$ cat src/rtl/bam_pkg.sv
package bam_pkg;
  localparam int REG_W = 32;
  localparam int OFF_W = 6;
  localparam int K_W = 3;
  localparam int RUN_W = 3;
  localparam int STAT_W = 4;
  localparam int GSTAT_TOP = 26;

  localparam logic [OFF_W-1:0] OFF_CTRL   = 6'h00;
  localparam logic [OFF_W-1:0] OFF_UPWM   = 6'h04;
  localparam logic [OFF_W-1:0] OFF_LOWM   = 6'h08;
  localparam logic [OFF_W-1:0] OFF_AVGUP  = 6'h0C;
  localparam logic [OFF_W-1:0] OFF_AVGLO  = 6'h10;
  localparam logic [OFF_W-1:0] OFF_INIT   = 6'h14;
  localparam logic [OFF_W-1:0] OFF_WEIGHT = 6'h18;
  localparam logic [OFF_W-1:0] OFF_AVG    = 6'h1C;
  localparam logic [OFF_W-1:0] OFF_STAT   = 6'h20;
  localparam logic [OFF_W-1:0] OFF_GSTAT  = 6'h00;
  localparam logic [OFF_W-1:0] OFF_PERIOD = 6'h04;

  localparam int B_K_LO      = 10;
  localparam int B_SAMPLE    = 18;
  localparam int B_AVGLO_EN  = 20;
  localparam int B_AVGUP_EN  = 21;
  localparam int B_LONUM_LO  = 23;
  localparam int B_UPNUM_LO  = 26;
  localparam int B_LORUN_EN  = 29;
  localparam int B_UPRUN_EN  = 30;
  localparam int B_CHAN_EN   = 31;

  typedef struct packed {
    logic wrCtrl;
    logic wrUpWm;
    logic wrLoWm;
    logic wrAvgUp;
    logic wrAvgLo;
    logic wrInit;
    logic wrWeight;
    logic clrStat;
    logic periodEnd;
  } chanStrobe_t;
endpackage

$ cat src/rtl/bam_control.sv
module bam_control
  import bam_pkg::*;
#(
  parameter int NUM_CH   = 2,
  parameter int ADDR_W   = 8,
  parameter int PERIOD_W = 8
) (
  input  logic                           clk,
  input  logic                           rstN,
  input  logic [ADDR_W-1:0]              regAddr,
  input  logic                           regWr,
  input  logic [REG_W-1:0]               regWdata,
  input  logic                           msTick,
  input  logic [NUM_CH-1:0][REG_W-1:0]   chanRdata,
  input  logic [NUM_CH-1:0]              chanIntr,
  output chanStrobe_t [NUM_CH-1:0]       strb,
  output logic [OFF_W-1:0]               regOff,
  output logic [REG_W-1:0]               regRdata,
  output logic                           periodEnd
);
  localparam int BLK_W = ADDR_W - OFF_W;

  logic [BLK_W-1:0]    blk;
  logic [PERIOD_W-1:0] periodReg;
  logic [PERIOD_W-1:0] tickCnt;
  logic [REG_W-1:0]    gstat;
  logic                periodWr;

  assign blk      = regAddr[ADDR_W-1:OFF_W];
  assign regOff   = regAddr[OFF_W-1:0];
  assign periodWr = regWr && (blk == '0) && (regOff == OFF_PERIOD);
  assign periodEnd = msTick && (tickCnt == periodReg);

  always_ff @(posedge clk) begin
    if (!rstN) begin
      periodReg <= '0;
      tickCnt   <= '0;
    end else begin
      if (periodWr) begin
        periodReg <= regWdata[PERIOD_W-1:0];
        tickCnt   <= '0;
      end else if (msTick) begin
        tickCnt <= periodEnd ? '0 : tickCnt + 1'b1;
      end
    end
  end

  always_comb begin
    gstat = '0;
    for (int c = 0; c < NUM_CH; c++) gstat[GSTAT_TOP-c] = chanIntr[c];
  end

  for (genvar c = 0; c < NUM_CH; c++) begin : g_strb
    logic hit;
    assign hit = regWr && (blk == BLK_W'(c + 1));
    assign strb[c].wrCtrl    = hit && (regOff == OFF_CTRL);
    assign strb[c].wrUpWm    = hit && (regOff == OFF_UPWM);
    assign strb[c].wrLoWm    = hit && (regOff == OFF_LOWM);
    assign strb[c].wrAvgUp   = hit && (regOff == OFF_AVGUP);
    assign strb[c].wrAvgLo   = hit && (regOff == OFF_AVGLO);
    assign strb[c].wrInit    = hit && (regOff == OFF_INIT);
    assign strb[c].wrWeight  = hit && (regOff == OFF_WEIGHT);
    assign strb[c].clrStat   = hit && (regOff == OFF_STAT);
    assign strb[c].periodEnd = periodEnd;
  end

  always_comb begin
    regRdata = '0;
    if (blk == '0) begin
      if (regOff == OFF_GSTAT)       regRdata = gstat;
      else if (regOff == OFF_PERIOD) regRdata = REG_W'(periodReg);
    end else begin
      for (int c = 0; c < NUM_CH; c++)
        if (blk == BLK_W'(c + 1)) regRdata = chanRdata[c];
    end
  end

  // Sampling phase never runs past the programmed period
  assert_phase_bound_R3: assert property (@(posedge clk) disable iff (!rstN)
    tickCnt <= periodReg);
endmodule

$ cat src/rtl/bam_channel.sv
module bam_channel
  import bam_pkg::*;
(
  input  logic              clk,
  input  logic              rstN,
  input  chanStrobe_t       strb,
  input  logic [REG_W-1:0]  wdata,
  input  logic [OFF_W-1:0]  rdOff,
  input  logic              eventIn,
  output logic [REG_W-1:0]  rdata,
  output logic              intrAny
);
  logic [REG_W-1:0] ctrlReg, upWm, loWm, avgUpWm, avgLoWm, weight;
  logic [REG_W-1:0] accum, avgReg, newAvg, sumNext;
  logic [STAT_W-1:0] statReg, setBits, clrMask;
  logic [RUN_W-1:0] aboveRun, belowRun, aboveNum, belowNum;
  logic [K_W-1:0] kVal;
  logic signed [REG_W:0] diff, step;
  logic chanOn, active, sampleNow, aboveHit, belowHit, fireAbove, fireBelow;
  logic [REG_W:0] sumWide;

  assign chanOn   = ctrlReg[B_CHAN_EN];
  assign active   = chanOn && ctrlReg[B_SAMPLE];
  assign kVal     = ctrlReg[B_K_LO +: K_W];
  assign aboveNum = ctrlReg[B_UPNUM_LO +: RUN_W];
  assign belowNum = ctrlReg[B_LONUM_LO +: RUN_W];
  assign sampleNow = active && strb.periodEnd;

  // Saturating accumulation of weighted events
  assign sumWide = {1'b0, accum} + {1'b0, weight};
  assign sumNext = sumWide[REG_W] ? '1 : sumWide[REG_W-1:0];

  // Exponential average step, signed
  assign diff   = $signed({1'b0, accum}) - $signed({1'b0, avgReg});
  assign step   = diff >>> ({1'b0, kVal} + 4'd1);
  assign newAvg = avgReg + step[REG_W-1:0];

  assign aboveHit  = accum > upWm;
  assign belowHit  = accum < loWm;
  assign fireAbove = sampleNow && aboveHit && (aboveRun == aboveNum) && ctrlReg[B_UPRUN_EN];
  assign fireBelow = sampleNow && belowHit && (belowRun == belowNum) && ctrlReg[B_LORUN_EN];

  always_comb begin
    setBits = '0;
    setBits[3] = fireAbove;
    setBits[2] = fireBelow;
    setBits[1] = sampleNow && ctrlReg[B_AVGUP_EN] && (newAvg > avgUpWm);
    setBits[0] = sampleNow && ctrlReg[B_AVGLO_EN] && (newAvg < avgLoWm);
    clrMask = strb.clrStat ? wdata[REG_W-1 -: STAT_W] : '0;
  end

  always_ff @(posedge clk) begin
    if (!rstN) begin
      ctrlReg <= '0; upWm <= '0; loWm <= '0; avgUpWm <= '0; avgLoWm <= '0;
      weight <= '0;
    end else begin
      if (strb.wrCtrl)   ctrlReg <= wdata;
      if (strb.wrUpWm)   upWm    <= wdata;
      if (strb.wrLoWm)   loWm    <= wdata;
      if (strb.wrAvgUp)  avgUpWm <= wdata;
      if (strb.wrAvgLo)  avgLoWm <= wdata;
      if (strb.wrWeight) weight  <= wdata;
    end
  end

  always_ff @(posedge clk) begin
    if (!rstN) begin
      accum <= '0;
    end else if (!active) begin
      accum <= '0;
    end else if (strb.periodEnd) begin
      accum <= eventIn ? weight : '0;
    end else if (eventIn) begin
      accum <= sumNext;
    end
  end

  always_ff @(posedge clk) begin
    if (!rstN)            avgReg <= '0;
    else if (strb.wrInit) avgReg <= wdata;
    else if (sampleNow)   avgReg <= newAvg;
  end

  always_ff @(posedge clk) begin
    if (!rstN || !active || strb.wrCtrl) begin
      aboveRun <= '0;
      belowRun <= '0;
    end else if (strb.periodEnd) begin
      aboveRun <= (!aboveHit || aboveRun == aboveNum) ? '0 : aboveRun + 1'b1;
      belowRun <= (!belowHit || belowRun == belowNum) ? '0 : belowRun + 1'b1;
    end
  end

  always_ff @(posedge clk) begin
    if (!rstN) statReg <= '0;
    else       statReg <= (statReg & ~clrMask) | setBits;
  end

  assign intrAny = |statReg;

  always_comb begin
    case (rdOff)
      OFF_CTRL:   rdata = ctrlReg;
      OFF_UPWM:   rdata = upWm;
      OFF_LOWM:   rdata = loWm;
      OFF_AVGUP:  rdata = avgUpWm;
      OFF_AVGLO:  rdata = avgLoWm;
      OFF_INIT:   rdata = avgReg;
      OFF_WEIGHT: rdata = weight;
      OFF_AVG:    rdata = avgReg;
      OFF_STAT:   rdata = {statReg, {(REG_W-STAT_W){1'b0}}};
      default:    rdata = '0;
    endcase
  end

  assert_run_limit_R5: assert property (@(posedge clk) disable iff (!rstN)
    aboveRun <= aboveNum);

  assert_run_limit_R6: assert property (@(posedge clk) disable iff (!rstN)
    belowRun <= belowNum);

  assert_stat_at_end_R7: assert property (@(posedge clk) disable iff (!rstN)
    !strb.periodEnd |=> ((statReg & ~$past(statReg)) == '0));

  assert_clear_all_R8: assert property (@(posedge clk) disable iff (!rstN)
    (strb.clrStat && (wdata == '1) && !strb.periodEnd) |=> (statReg == '0));

  assert_stopped_idle_R10: assert property (@(posedge clk) disable iff (!rstN)
    !chanOn |=> (accum == '0));
endmodule

$ cat src/rtl/bus_activity_monitor.sv
module bus_activity_monitor
  import bam_pkg::*;
#(
  parameter int NUM_CH   = 2,
  parameter int ADDR_W   = 8,
  parameter int PERIOD_W = 8
) (
  input  logic              clk,
  input  logic              rstN,
  input  logic [ADDR_W-1:0] regAddr,
  input  logic              regWr,
  input  logic [REG_W-1:0]  regWdata,
  output logic [REG_W-1:0]  regRdata,
  input  logic [NUM_CH-1:0] eventIn,
  input  logic              msTick,
  output logic              irq
);
  chanStrobe_t [NUM_CH-1:0]     strb;
  logic [NUM_CH-1:0][REG_W-1:0] chanRdata;
  logic [NUM_CH-1:0]            chanIntr;
  logic [OFF_W-1:0]             regOff;
  logic                         periodEnd;

  bam_control #(.NUM_CH(NUM_CH), .ADDR_W(ADDR_W), .PERIOD_W(PERIOD_W)) u_ctrl (
    .clk(clk), .rstN(rstN), .regAddr(regAddr), .regWr(regWr), .regWdata(regWdata),
    .msTick(msTick), .chanRdata(chanRdata), .chanIntr(chanIntr), .strb(strb),
    .regOff(regOff), .regRdata(regRdata), .periodEnd(periodEnd)
  );

  for (genvar c = 0; c < NUM_CH; c++) begin : g_chan
    bam_channel u_chan (
      .clk(clk), .rstN(rstN), .strb(strb[c]), .wdata(regWdata), .rdOff(regOff),
      .eventIn(eventIn[c]), .rdata(chanRdata[c]), .intrAny(chanIntr[c])
    );
  end

  assign irq = |chanIntr;

  // Interrupt only appears right after a period end
  assert_irq_source_R9: assert property (@(posedge clk) disable iff (!rstN)
    $rose(irq) |-> $past(periodEnd));
endmodule

$ cat config.mk
export PLATFORM = sky130hd
export DESIGN_NAME = bus_activity_monitor
export DESIGN_NICKNAME = d
export VERILOG_FILES = /design/src/rtl/bam_pkg.sv /design/src/rtl/bam_control.sv /design/src/rtl/bam_channel.sv /design/src/rtl/bus_activity_monitor.sv
export SDC_FILE = /design/constraint.sdc
export NUM_CORES = 2
export LEC_CHECK = 0
export CORE_MARGIN = 2
export CORE_UTILIZATION = 31
export CTS_CLUSTER_DIAMETER = 60
export CTS_CLUSTER_SIZE = 12
export DETAILED_ROUTE_END_ITERATION = 10
export PLACE_DENSITY_LB_ADDON = 0.12
export SYNTH_ARGS = -nofsm -noshare
export SYNTH_HDL_FRONTEND = slang
export SYNTH_SLANG_ARGS = --single-unit
$ cat constraint.sdc
create_clock -name clk -period 8.1 [get_ports clk]
set_input_delay 1.62 -clock clk [delete_from_list [all_inputs] [get_ports clk]]
set_output_delay 1.62 -clock clk [all_outputs]
set_load 0.02 [all_outputs]
**After elaboration in Yosys (flattened, before gate mapping)**

Cells that the tools add are included.

- Bits in registers: 548
- Word-level logic and storage cells: 168
- Output and inout port bits: 33
- Bits of input ports: 46

- Eq/ne operators: 15
- Shift operators: 2
- $lt $le $gt $ge: 8
- Mux-type cells: 26
- Bitwise gates (word level): 7
- Add/sub/neg operators: 13
- Reductions and logical operators: 73

Operators with widths:

| operator | number |
|---|---|
| $mux 32 | 16 |
| $pmux 32 s8 | 2 |
| $gt 32x32->1 | 4 |
| $lt 32x32->1 | 4 |
| $add 32x32->33 | 2 |
| $sshr 33x4->32 | 2 |
| $sub 32x32->33 | 2 |
| $add 32x32->32 | 2 |
| $logic_and 1x1->1 | 45 |
| $eq 6x5->1 const B | 4 |
| $mux 8 | 2 |
| $add 3x1->3 const B | 4 |
| $eq 3x3->1 | 4 |
| $eq 6x4->1 const B | 2 |
| $mux 3 | 4 |
| $add 3x1->4 const B | 2 |
| $add 8x1->8 const B | 1 |
| $and 4x4->4 | 2 |
| $eq 8x8->1 | 1 |
| $logic_or 1x1->1 | 8 |
| $mux 4 | 2 |
| $not 4->4 | 2 |
| $or 4x4->4 | 2 |
| $reduce_bool 2->1 | 4 |
| other kinds (12) | 21 |

**Depth between registers and ports, before layout**

- Depth after elaboration: 7
- Mapped depth: 36
- Gate-level depth less buffers: 36

**By module**

Synthesis repeated with hierarchy kept, for this count alone.

- Cell total of the unflattened synthesis: 5616
- Area total of the unflattened synthesis: 44970.6 um^2

By module, submodules not included:

| module | instances | area an instance (um^2) | cells each | sequential area each (um^2) |
|---|---|---|---|---|
| bam_channel (g_chan[0].u_chan) | 1 | 21842.2 | 2712 | 5325.1 |
| bam_channel (g_chan[1].u_chan) | 1 | 21653.3 | 2707 | 5325.1 |
| bam_control | 1 | 1468.9 | 196 | 320.3 |
| bus_activity_monitor | 1 | 6.3 | 1 | 0.0 |

**Worst setup path before layout**

Ideal clock, no wire load.

- Path type: flip-flop to flip-flop
- Start point: register g_chan[1].u_chan.avgReg[5]
- End point: register g_chan[1].u_chan.statReg[0]
- Setup time: 70 ps
- Path buffers: 0
- Arrival time: 6486 ps
- Path slack: 1544 ps
- Data required time: 8030 ps
- Stages on the path, launching flop included: 35
- Period minus slack after synthesis: 6556 ps
- Cells stage by stage: dfxtp_1 > inv_1 > ha_1 > a211o_1 > or3_1 > o211ai_1 > nand3_1 > a41o_1 > a21oi_2 > xnor2_1 > mux2i_1 > a21oi_1 > mux4_2 > ha_1 > a2111oi_0 > o21ai_0 > a31oi_1 > a21oi_1 > nor2b_1 > a31oi_1 > o21bai_1 > a21oi_1 > xnor2_1 > ha_1 > a21oi_1 > nor2b_1 > o21ai_0 > nand2b_1 > a21oi_1 > nor2b_1 > o21ai_0 > nand2b_1 > a221oi_1 > o311ai_0 > a21oi_1

- Longest elaborated chain between the ends: 6

RTL lines:

| element | line | source |
|---|---|---|
| start: declaration | bam_channel.sv:14 | `logic [REG_W-1:0] accum, avgReg, newAvg, sumNext;` |
| start signal: assignment | bam_channel.sv:80 | `else if (strb.wrInit) avgReg <= wdata;` |
| start signal: assignment | bam_channel.sv:81 | `else if (sampleNow) avgReg <= newAvg;` |
| $sub 32x32->33 | bam_channel.sv:34 | `assign diff = $signed({1'b0, accum}) - $signed({1'b0, avgReg});` |
| $sshr 33x4->32 | bam_channel.sv:35 | `assign step = diff >>> ({1'b0, kVal} + 4'd1);` |
| $add 32x32->32 (*) | bam_channel.sv:36 | `assign newAvg = avgReg + step[REG_W-1:0];` |
| $lt 32x32->1 (*) | bam_channel.sv:48 | `setBits[0] = sampleNow && ctrlReg[B_AVGLO_EN] && (newAvg < avgLoWm);` |
| $logic_and 1x1->1 (*) | bam_channel.sv:48 |  |
| $or 4x4->4 (*) | bam_channel.sv:96 | `else statReg <= (statReg & ~clrMask) \| setBits;` |
| end signal: assignment | bam_channel.sv:96 |  |
| end: declaration | bam_channel.sv:15 | `logic [STAT_W-1:0] statReg, setBits, clrMask;` |

Every way passes the cells marked *; elsewhere a longest branch is shown, timed or not.
A chain may end at the register's enable or synchronous reset.

**Worst setup path after layout**

- Start point: register g_chan[1].u_chan.avgReg[5]
- End point: register g_chan[1].u_chan.statReg[1]

- Longest elaborated chain between the ends: 6

RTL lines:

| element | line | source |
|---|---|---|
| $sub 32x32->33 | bam_channel.sv:34 |  |
| $sshr 33x4->32 | bam_channel.sv:35 |  |
| $add 32x32->32 (*) | bam_channel.sv:36 |  |
| $gt 32x32->1 (*) | bam_channel.sv:47 | `setBits[1] = sampleNow && ctrlReg[B_AVGUP_EN] && (newAvg > avgUpWm);` |
| $logic_and 1x1->1 (*) | bam_channel.sv:47 |  |
| $or 4x4->4 (*) | bam_channel.sv:96 |  |

Marks and branches as above.

==> flow_summary_export.csv <==
group,metric,value,unit
finish,syn_to_final_growth,13.0,%
global_route,grt_overflow_total,0,
synthesis,ys_types,95,
timing,slew_headroom,18.6,%
setup_path,cp-start-kind,"flip-flop",
timing,finalSetupTns,0,ns
setup_path,end_kind,"flip-flop",
floorplan,coreArea,140000,um^2
finish,layout_commonest_cell,"nand2_1",
global_route,grt_max_degree,200,
routing,drt_wl_total,186,mm
synthesis,synth_ff_type,"dfxtp_1",
global_route,antenna_found_initial,6,
setup_path,crit_buf_inv,4,
finish,drive_gt1_share,6.94,%
synthesis,synth_nets,6477,
setup_path,max_stage_delay,0.43,ns
setup_path,path_class,"reg2reg",
synthesis,synth-seq-area-share,25.1,%
synthesis,synth-seq-cells,548,
routing,via_per_inst,5.59,
timing,max_slew.worst_pin.slew,1.22,ns
worst_hold_path,holdCritPathClass,"reg2reg",
setup_path,cp_slowest_cell,"a2111oi_1",
timing,finalCritPeriodShare,95.2,%
synthesis,netlist_area,43600,um^2
synthesis,synthTopCellsByArea,"dfxtp_1, ha_1, nand2_1",
timing,hold_viol,0,
routing,drc,0,
clocking,cts_hold_buffers,0,
clocking,cts_max_level,3,
status,status,"complete, no violations",
synthesis,synth_top_area_cell,"dfxtp_1",
placement,placed_area,46600,um^2
global_route,grt_usage,25.2,%
global_route,first_global_vias,41500,
setup_path,path_max_fanout,4,
synthesis,synth_edf_count,0,
floorplan,rows,137,
finish,final_core_util,35.3,%
clocking,cts_buffer_depth,3,
timing,setup-violations-final,0,
synthesis,synth_top_cell_area_share,25.1,%
power,power_density,137,nW/um^2
finish,final_cell_mix,"nand2_1, a21oi_1, dfxtp_1, ha_1, inv_1",
floorplan,start_util,31.3,%
setup_path,cp_top_family,"compound AO/OA/AOI/OAI gates",
synthesis,async_flop_share,0,%
clocking,clk_pin_slew,0.06,ns
synthesis,ys_warn_count,0,
global_route,grt_pass1_wl,275,mm
routing,first_pass_iters,10,
clocking,clock_latency,0.65,ns
clocking,cts_root_buf,"clkbuf_16",
timing,slew_violations,0,
setup_path,crit_arrival,8.18,ns
finish,nets,6396,
floorplan,die-area,144000,um^2
routing,vias,43700,
routing,drtIter0Drc,4009,
power,p_total,6.75,mW
timing,fmax,130,MHz
timing,finClkSkew,0.0274,ns
clocking,cts_tree,"yes",
clocking,clock_sinks,548,
finish,fin_area,49300,um^2
placement,io_buffers,78,
run,cap_viol_max_count,0,
routing,avgRoutedWirePerCell,23.8,um
floorplan,io_pins,79,
clocking,cts_buffers,70,
synthesis,avgSynthCellArea,7.30,um^2
floorplan,chipHeight,379,um
timing,fin_crit,7.71,ns
synthesis,syn-instance-count,5976,
setup_path,critPathRequiredTime,8.57,ns
power,ir_drop,0.118,mV
placement,place_congestion,0.905,
placement,hpwlAfterDp,137,mm
routing,ant_nets,0,
power,total_leakage_power,19.0,nW
floorplan,die_x,379,um
-- logic make-up after synthesis --
| group | synth area share (%) |
|---|---|
| buffers and inverters | 6.49 |
| adder cells (fa/ha/maj) | 13.2 |
| AND/OR/NAND/NOR | 19.3 |
| XOR/XNOR | 3.95 |
| multiplexers | 4.79 |
| AO/OA/AOI/OAI | 27.2 |
| flip-flops | 25.1 |
-- state kept, by name (all words and copies together), names as in the netlist --
register / flops
g_chan.u_chan.statReg: 8
g_chan.u_chan.upWm: 64
g_chan.u_chan.aboveRun: 6
g_chan.u_chan.weight: 64
g_chan.u_chan.accum: 64
g_chan.u_chan.belowRun: 6
u_ctrl.tickCnt: 8
u_ctrl.periodReg: 8
g_chan.u_chan.avgLoWm: 64
g_chan.u_chan.avgReg: 64
g_chan.u_chan.ctrlReg: 64
g_chan.u_chan.avgUpWm: 64
g_chan.u_chan.loWm: 64
-- report_power, final --
group | total [mW] | leakage (nW) | internal (mW) | switching, mW
Sequential | 2.70 | 4.41 | 2.70 | 0.00406
Combinational | 0.673 | 13.4 | 0.204 | 0.469
Clock | 3.38 | 1.19 | 1.99 | 1.38
-- final timing paths --
check	startpoint	endpoint	slack [ns]	depth (start not counted)
hold / removal	g_chan[1].u_chan.loWm[6]$_SDFFE_PN0P_	g_chan[1].u_chan.loWm[6]$_SDFFE_PN0P_	0.45	2
setup / recovery	g_chan[1].u_chan.avgReg[5]$_SDFFE_PN0P_	g_chan[1].u_chan.statReg[1]$_SDFF_PN0_	0.39	32
setup reg to reg	g_chan[1].u_chan.avgReg[5]$_SDFFE_PN0P_	g_chan[1].u_chan.statReg[1]$_SDFF_PN0_	0.39	32
hold reg to reg	g_chan[1].u_chan.loWm[6]$_SDFFE_PN0P_	g_chan[1].u_chan.loWm[6]$_SDFFE_PN0P_	0.45	2
-- what timing repair did --
item / CTS / global route
endpoints found under the setup margin: 0 / 4
setup buffers: 0 / 3
resized for setup: 0 / 46
-- per-layer routing --
| metal | part of all wire [%] | track usage, % | vias up |
|---|---|---|---|
| met3 | 5.5 | 2.26 | 211 |
| met2 | 46 | 41.7 | 1384 |
| met1 | 46 | 34.9 | 21100 |
| li1 | - | - | 21100 |
| met5 | 0.0064 | 0 | - |
| met4 | 2.4 | 7.11 | 2 |
-- cells in the mapped netlist, types with 26 or more instances --
cell type	number
o21ai_0	365
ha_1	449
a31oi_1	48
xor2_1	63
inv_1	378
nand2_1	1225
nand2b_1	59
a211oi_1	73
a22o_1	51
nor2_1	295
a222oi_1	60
a21oi_1	729
mux2i_1	147
xnor2_1	131
a21o_1	146
clkbuf_1	354
and3_1	34
nand4_1	67
nand3_1	84
o221ai_1	49
and2_1	26
dfxtp_1	548
o21a_1	37
nor3_1	52
o211ai_1	48
o22ai_1	34
nor2b_1	41
-- tightest hold or removal path, cell delays in order (launching register included) --
cell and delay [ns]:
dfxtp_1 0.31, nand2_1 0.05, a21oi_1 0.05
-- layout make-up --
type | count | area [um^2]
multi-input combinational | 4674 | 30200
clock buffer | 89 | 2010
fill | 14800 | 90200
clock inverter | 35 | 428
inverter | 381 | 1440
tap | 1876 | 2350
antenna | 4 | 10.0
timing repair buffer | 220 | 1920
sequential | 548 | 11000
-- stage by stage --
stage	hold WS [ns]	cells	setup WS, ns
after floorplan	0.436	5976	1.54
after global placement	0.442	7696	0.114
after detailed placement	0.446	7696	0.0593
after CTS	0.455	7820	0.0305
after global routing	0.467	7823	-0.00473
final	0.452	7827	0.388
No activity file was read; power rests on OpenSTA's default activity.
